[config.mk]
export PLATFORM = sky130hd
export DESIGN_NAME = cdown_timer
export DESIGN_NICKNAME = d
export VERILOG_FILES = /design/src/rtl/cdt_pkg.sv /design/src/rtl/cdt_regs.sv /design/src/rtl/cdt_prescale.sv /design/src/rtl/cdt_down.sv /design/src/rtl/cdown_timer.sv
export SDC_FILE = /design/constraint.sdc
export NUM_CORES = 1
export LEC_CHECK = 0
export ABC_AREA = 1
export BUFFER_PORTS_ARGS = -buffer_cell sky130_fd_sc_hd__buf_2
export CORE_ASPECT_RATIO = 1.25
export CORE_MARGIN = 4
export CORE_UTILIZATION = 60
export CTS_CLUSTER_DIAMETER = 80
export CTS_CLUSTER_SIZE = 14
export DETAILED_ROUTE_END_ITERATION = 6
export PLACE_DENSITY = 0.89
export SYNTH_ARGS = -nofsm -noshare
export SYNTH_HDL_FRONTEND = slang
export SYNTH_SLANG_ARGS = --single-unit
[constraint.sdc]
create_clock -name clk -period 4.3 [get_ports clk]
set_input_delay 0 -clock clk [delete_from_list [all_inputs] [get_ports clk]]
set_output_delay 0 -clock clk [all_outputs]
set_load 0.05 [all_outputs]
[src/rtl/cdt_pkg.sv]
package cdt_pkg;

  localparam int SHIFT_W = 3;
  localparam int PHASE_W = (1 << SHIFT_W) - 1;

  typedef enum logic [1:0] {
    A_DIV  = 2'd0,
    A_INIT = 2'd1,
    A_CUR  = 2'd2,
    A_RSVD = 2'd3
  } cdt_addr_e;

  localparam logic [3:0] DIV_KEEP = 4'b1011;

  // Gather bit 3 and bits 1:0, add one with 3-bit wrap.
  function automatic logic [SHIFT_W-1:0] cdt_shift(input logic [3:0] cfg);
    logic [SHIFT_W-1:0] code;
    code = {cfg[3], cfg[1:0]};
    return code + SHIFT_W'(1);
  endfunction

endpackage

[src/rtl/cdt_regs.sv]
module cdt_regs
  import cdt_pkg::*;
#(
  parameter int DATA_W  = 32,
  parameter int COUNT_W = 32
) (
  input  logic               clk,
  input  logic               rst,
  input  logic               wr,
  input  logic               rd,
  input  logic [1:0]         addr,
  input  logic [DATA_W-1:0]  wdata,
  input  logic [COUNT_W-1:0] cur_count,
  output logic [3:0]         cfg_q,
  output logic               load,
  output logic [COUNT_W-1:0] load_val,
  output logic [DATA_W-1:0]  rdata
);

  logic [COUNT_W-1:0] init_q;
  logic [DATA_W-1:0]  rd_mux;

  assign load     = wr && (cdt_addr_e'(addr) == A_INIT);
  assign load_val = wdata[COUNT_W-1:0];

  always_ff @(posedge clk) begin
    if (rst) begin
      cfg_q  <= '0;
      init_q <= '0;
    end else if (wr) begin
      case (cdt_addr_e'(addr))
        A_DIV:   cfg_q  <= wdata[3:0] & DIV_KEEP;
        A_INIT:  init_q <= wdata[COUNT_W-1:0];
        default: ;
      endcase
    end
  end

  always_comb begin
    rd_mux = '0;
    case (cdt_addr_e'(addr))
      A_DIV:   rd_mux[3:0]         = cfg_q;
      A_INIT:  rd_mux[COUNT_W-1:0] = init_q;
      A_CUR:   rd_mux[COUNT_W-1:0] = cur_count;
      default: rd_mux              = '0;
    endcase
  end

  always_ff @(posedge clk) begin
    if (rst)     rdata <= '0;
    else if (rd) rdata <= rd_mux;
  end

endmodule

[src/rtl/cdt_prescale.sv]
module cdt_prescale #(
  parameter int PHASE_W = 7,
  parameter int SHIFT_W = 3
) (
  input  logic               clk,
  input  logic               rst,
  input  logic [SHIFT_W-1:0] shift,
  output logic [PHASE_W-1:0] pad
);

  logic [PHASE_W-1:0] phase;
  logic [PHASE_W-1:0] low_mask;

  always_ff @(posedge clk) begin
    if (rst) phase <= '0;
    else     phase <= phase + PHASE_W'(1);
  end

  // Cycles left to the next divided-tick boundary: (-phase) mod D.
  assign low_mask = ~({PHASE_W{1'b1}} << shift);
  assign pad      = (~phase + PHASE_W'(1)) & low_mask;

endmodule

[src/rtl/cdt_down.sv]
module cdt_down #(
  parameter int COUNT_W = 32,
  parameter int PHASE_W = 7,
  parameter int SHIFT_W = 3,
  parameter int REM_W   = COUNT_W + PHASE_W
) (
  input  logic               clk,
  input  logic               rst,
  input  logic               load,
  input  logic [COUNT_W-1:0] load_val,
  input  logic [SHIFT_W-1:0] load_shift,
  input  logic [PHASE_W-1:0] pad,
  output logic               expired,
  output logic [COUNT_W-1:0] cur_count,
  output logic [REM_W-1:0]   remain
);

  logic [SHIFT_W-1:0] shift_q;
  logic [REM_W-1:0]   load_rem;
  logic [REM_W-1:0]   pad_ext;
  logic [PHASE_W-1:0] round_add;
  logic [REM_W:0]     round_ext;
  logic [REM_W:0]     biased;
  logic [REM_W:0]     quot;

  always_comb begin
    pad_ext               = '0;
    pad_ext[PHASE_W-1:0]  = pad;
    load_rem              = '0;
    load_rem[COUNT_W-1:0] = load_val;
    load_rem              = (load_rem << load_shift) + pad_ext;
    if (load_val == '0) load_rem = '0;
  end

  always_ff @(posedge clk) begin
    if (rst) begin
      remain  <= '0;
      shift_q <= '0;
      expired <= 1'b0;
    end else begin
      expired <= !load && (remain == REM_W'(1));
      if (load) begin
        remain  <= load_rem;
        shift_q <= load_shift;
      end else if (remain != '0) begin
        remain <= remain - REM_W'(1);
      end
    end
  end

  // Remaining divided ticks, rounded up, using the captured ratio.
  always_comb begin
    round_add              = ~({PHASE_W{1'b1}} << shift_q);
    round_ext              = '0;
    round_ext[PHASE_W-1:0] = round_add;
    biased                 = {1'b0, remain} + round_ext;
    quot                   = biased >> shift_q;
    if (|quot[REM_W:COUNT_W]) cur_count = '1;
    else                      cur_count = quot[COUNT_W-1:0];
  end

endmodule

[src/rtl/cdown_timer.sv]
module cdown_timer
  import cdt_pkg::*;
#(
  parameter int DATA_W  = 32,
  parameter int COUNT_W = 32
) (
  input  logic              clk,
  input  logic              rst,
  input  logic              reg_wr,
  input  logic              reg_rd,
  input  logic [1:0]        reg_addr,
  input  logic [DATA_W-1:0] reg_wdata,
  output logic [DATA_W-1:0] reg_rdata,
  output logic              timer_expired
);

  localparam int REM_W = COUNT_W + PHASE_W;

  logic [3:0]         cfg_q;
  logic               load;
  logic [COUNT_W-1:0] load_val;
  logic [SHIFT_W-1:0] shift;
  logic [PHASE_W-1:0] pad;
  logic [COUNT_W-1:0] cur_count;
  logic [REM_W-1:0]   remain;

  assign shift = cdt_shift(cfg_q);

  cdt_regs #(.DATA_W(DATA_W), .COUNT_W(COUNT_W)) u_regs (
    .clk(clk), .rst(rst), .wr(reg_wr), .rd(reg_rd), .addr(reg_addr),
    .wdata(reg_wdata), .cur_count(cur_count), .cfg_q(cfg_q),
    .load(load), .load_val(load_val), .rdata(reg_rdata)
  );

  cdt_prescale #(.PHASE_W(PHASE_W), .SHIFT_W(SHIFT_W)) u_pre (
    .clk(clk), .rst(rst), .shift(shift), .pad(pad)
  );

  cdt_down #(.COUNT_W(COUNT_W), .PHASE_W(PHASE_W), .SHIFT_W(SHIFT_W),
             .REM_W(REM_W)) u_down (
    .clk(clk), .rst(rst), .load(load), .load_val(load_val),
    .load_shift(shift), .pad(pad), .expired(timer_expired),
    .cur_count(cur_count), .remain(remain)
  );

endmodule

==> results.sh <==
export IMPL_ir_drop_uv=382
export IMPL_synth_area_sq_um=11600
export IMPL_p_leak_nw=5.75
export IMPL_drt_total_wl_mm=43.5
export IMPL_hp_class="input port to flip-flop"
export IMPL_htreeDepth=4
export IMPL_ioPinCount=71
export IMPL_critPathLaunch="u_regs.cfg_q[0]"
export IMPL_top_layer="met4"
export IMPL_grt_pass1_wl_mm=68.0
export IMPL_fin_crit_sh=0.903
export IMPL_worstReg2RegStart="u_regs.cfg_q[0]"
export IMPL_crit_type="flip-flop to flip-flop"
export IMPL_antenna_found_initial=0
export IMPL_clock_latency_ns=0.43
export IMPL_finalPower_w=0.00610
export IMPL_cts_setup_buffers=0
export IMPL_avgRoutedWirePerCell_um=19.0
export IMPL_dieArea_sq_um=21600
export IMPL_ant_nets=0
export IMPL_dpl_cell_area_sq_um=11900
export IMPL_finalSetupViolations=0
export IMPL_setup_worst_path_start_class="flip-flop"
export IMPL_vias=13943
export IMPL_die_w_um=132
export IMPL_met1Wirelength_mm=16.6
export IMPL_max_freq_ghz=0.257
export IMPL_rows=56
export IMPL_critPathCaptureType="flip-flop"
export IMPL_crit_arrival_ns=4.16
export IMPL_met2_length_mm=20.4
export IMPL_synth_cell_types=57
export IMPL_p_per_area_nw_per_um2=475
export IMPL_cts_tree="built"
export IMPL_cts_root_buf="clkbuf_16"
export IMPL_path_cells="ha_1, inv_1, ha_1, buf_4, a21oi_1, fa_1, nand3_1, nand2_1, nand2_1, nand2_1, a21oi_1, or2_1, nand2_1, nand2_1, nor2_2, nand2_1, nor2_4, nand2_2, nor2_1, nand3_1, nand3_1, a21oi_1"
export IMPL_reg2reg_slack_ns=0.42
export IMPL_grt_ovfl_total=0
export IMPL_slowest_delay_ns=0.40
export IMPL_synth_top_family_by_area="simple AND/OR/NAND/NOR gates"
export IMPL_final_area_sq_um=12800
export IMPL_cts_buffer_depth=2
export IMPL_violations="DRC"
export IMPL_synth_compound_area_frac=0.153
export IMPL_antenna_cells=0
export IMPL_dpl_hpwl_mm=33.3
export IMPL_syn_nets=2062
export IMPL_firstDrtPassIters=7
export IMPL_cp_slowest_cell="a21oi_1"
export IMPL_finalCriticalPeriod_ns=3.88
export IMPL_tns_ns=0
export IMPL_synthXorXnorAreaFrac=0.0211
export IMPL_drv_slew=0
export IMPL_slew_headroom=0.269
export IMPL_synthMuxAreaShare=0.00345
export IMPL_cp_max_fo=25
export IMPL_hold_start="reg_wdata[21]"
export IMPL_synth_fa_ha_area_frac=0.0315
export IMPL_wl_met3_mm=3.75
export IMPL_yosys_area_share_simple=0.483
export IMPL_cap_violations=0
export IMPL_crit_top_cell="nand2_1"
export IMPL_port_buffers=70
export IMPL_drc=2
export IMPL_synth_ff_type="dfxtp_1"
export IMPL_crit_end="u_down.remain[38]"
export IMPL_ys_seq_elements=117
export IMPL_area_growth_pct=10.5
export IMPL_first_iter_violations=1578
export IMPL_grt_usage=0.393
export IMPL_grt_pass1_vias=12902
export IMPL_yosysWarnings=0
export IMPL_clkTransAtPathRegs_ns=0.07
export IMPL_routabilityCongestion=1.06
export IMPL_cts_num_sinks=117
export IMPL_required_ns=4.57
export IMPL_synth_edf_count=0
export IMPL_synthCells=1996
export IMPL_viasPerCell=6.10
export IMPL_worst_pin_slew_ns=1.10
export IMPL_fin_hold_ws_ns=0.0434
export IMPL_grt_max_degree=52
export IMPL_synth_avg_cell_area_sq_um=5.81
export IMPL_synthArstFlopShare=0
export IMPL_hold_violations=0
export IMPL_start_util=0.613
export IMPL_finalClockSkew_ns=0.0163
export IMPL_rsz0062_at_grt="false"
export IMPL_cts_made_buffers=17
export IMPL_drive_above_1_share=0.139
export IMPL_timing_rr_end="u_down.remain[38]"
export IMPL_nNetsFinal=2105
export IMPL_seq_area_frac_synth=0.202
export IMPL_core_area_sq_um=18900
export IMPL_die_y_um=163
export IMPL_status="finished, violations left"
export IMPL_rr_worst_depth=22
layout by cell type, fill, tap and decap left out, drive strengths merged, types with 23 or more instances in the layout:
master,synthesis,layout
a21oi,111,111
buf,59,93
dfxtp,117,117
dlygate4sd3,0,33
ha,26,26
inv,181,191
nand2,603,603
nand3,274,274
nand4,31,31
nor2,238,238
nor3,33,33
nor4,23,23
o21ai,162,162
layout make-up:
type	count	area, sq um
clock buffers	17	425
clock inverters	15	181
fillers	1749	6090
inverters	185	696
multi-input cells	1592	8040
flip-flops and latches	117	2340
well taps	232	290
repair buffers	126	853
worst min-delay path by stage:
stage | slack, ns | to | depth (start not counted)
2_1_floorplan | 0.15 | u_regs.cfg_q[3] | 2
3_3_place_gp | 0.30 | u_regs.cfg_q[3] | 3
3_5_place_dp | 0.30 | u_regs.cfg_q[3] | 3
4_1_cts | 0.01 | u_regs.init_q[21] | 3
5_1_grt | 0.05 | u_regs.init_q[21] | 3
6_report | 0.04 | u_regs.init_q[21] | 3
layer usage:
metal / global-route usage / vias to the layer above
li1: - / 6652
met1: 0.475 / 6369
met2: 0.668 / 766
met3: 0.0524 / 156
met4: 0.230 / 0
met5: 0 / -
worst max-delay path: cells and delay by family (launching register included):
| family | cells | cell delay (ns) |
|---|---|---|
| compound gates | 3 | 0.56 |
| fa+ha+maj | 3 | 0.83 |
| buf+inv | 2 | 0.30 |
| flops | 1 | 0.38 |
| simple gates | 14 | 1.66 |
cell families (layout without fill, tap and decap cells):
family / Yosys count / in the layout
AOI/OAI and AO/OA: 308 / 308
buffers and inverters: 287 / 343
and+or+nand+nor: 1224 / 1224
DFF: 117 / 117
muxes: 4 / 4
adders and majority gates: 28 / 28
xor gates and xnor gates: 28 / 28
timing repair:
item                                    in CTS  in global routing
resized for setup                            0                  1
endpoints found under the setup margin       0                  2
endpoints found under the hold margin       33                  0
hold buffers                                33                  0
report_power, final:
group          switching [W]  internal [W]  leakage [nW]
Clock               0.000616      0.000881         0.294
Sequential          0.000368       0.00125         0.954
Combinational        0.00200      0.000979          4.50
cells in the mapped netlist, types with 3 or more instances:
cell      number  area share
o21ai_2        9      0.0068
nand3_1      235        0.10
xnor2_1        8      0.0060
dfxtp_1      117        0.20
buf_4          6      0.0039
or2_2          6      0.0032
a211oi_1       3      0.0019
nand4_1       30       0.016
buf_6          9      0.0087
nor2_4         6      0.0058
nor3_4         3      0.0042
inv_1        165       0.053
clkinv_1       3     0.00097
nor4_2         4      0.0043
nand2_2       21       0.011
o21ai_1       45       0.019
mux2i_1        4      0.0035
clkbuf_1      40       0.013
inv_2         16      0.0052
a21o_1         3      0.0019
or2_1          7      0.0038
buf_2         29       0.013
xor2_1        20       0.015
o21ai_0      107       0.046
ha_1          26       0.028
a21oi_2       29       0.022
buf_1         13      0.0042
nor4_1        19       0.010
a31oi_1       16      0.0086
nor3_2         6      0.0052
a21oi_1       82       0.035
nand2_1      582        0.19
nor3_1        24       0.010
nand3b_1       5      0.0032
nand3_2       39       0.034
nor2_1       218       0.071
clkbuf_2       3      0.0013
nor2_2        14      0.0075
state kept, by name, summed over array words and instances, names as in the netlist:
name / flops
u_down.expired: 1
u_regs.rdata: 32
u_down.shift_q: 3
u_pre.phase: 7
u_regs.init_q: 32
u_regs.cfg_q: 3
u_down.remain: 39
metrics by stage:
step                utilization  cells  setup slack [ns]
global placement          0.628   2219             0.603
CTS                       0.678   2284             0.454
floorplan                     -   1996             0.541
detailed placement        0.628   2219             0.492
global route              0.678   2284             0.138
finish                    0.678   2284             0.416
(Power assumes the default switching activity.)
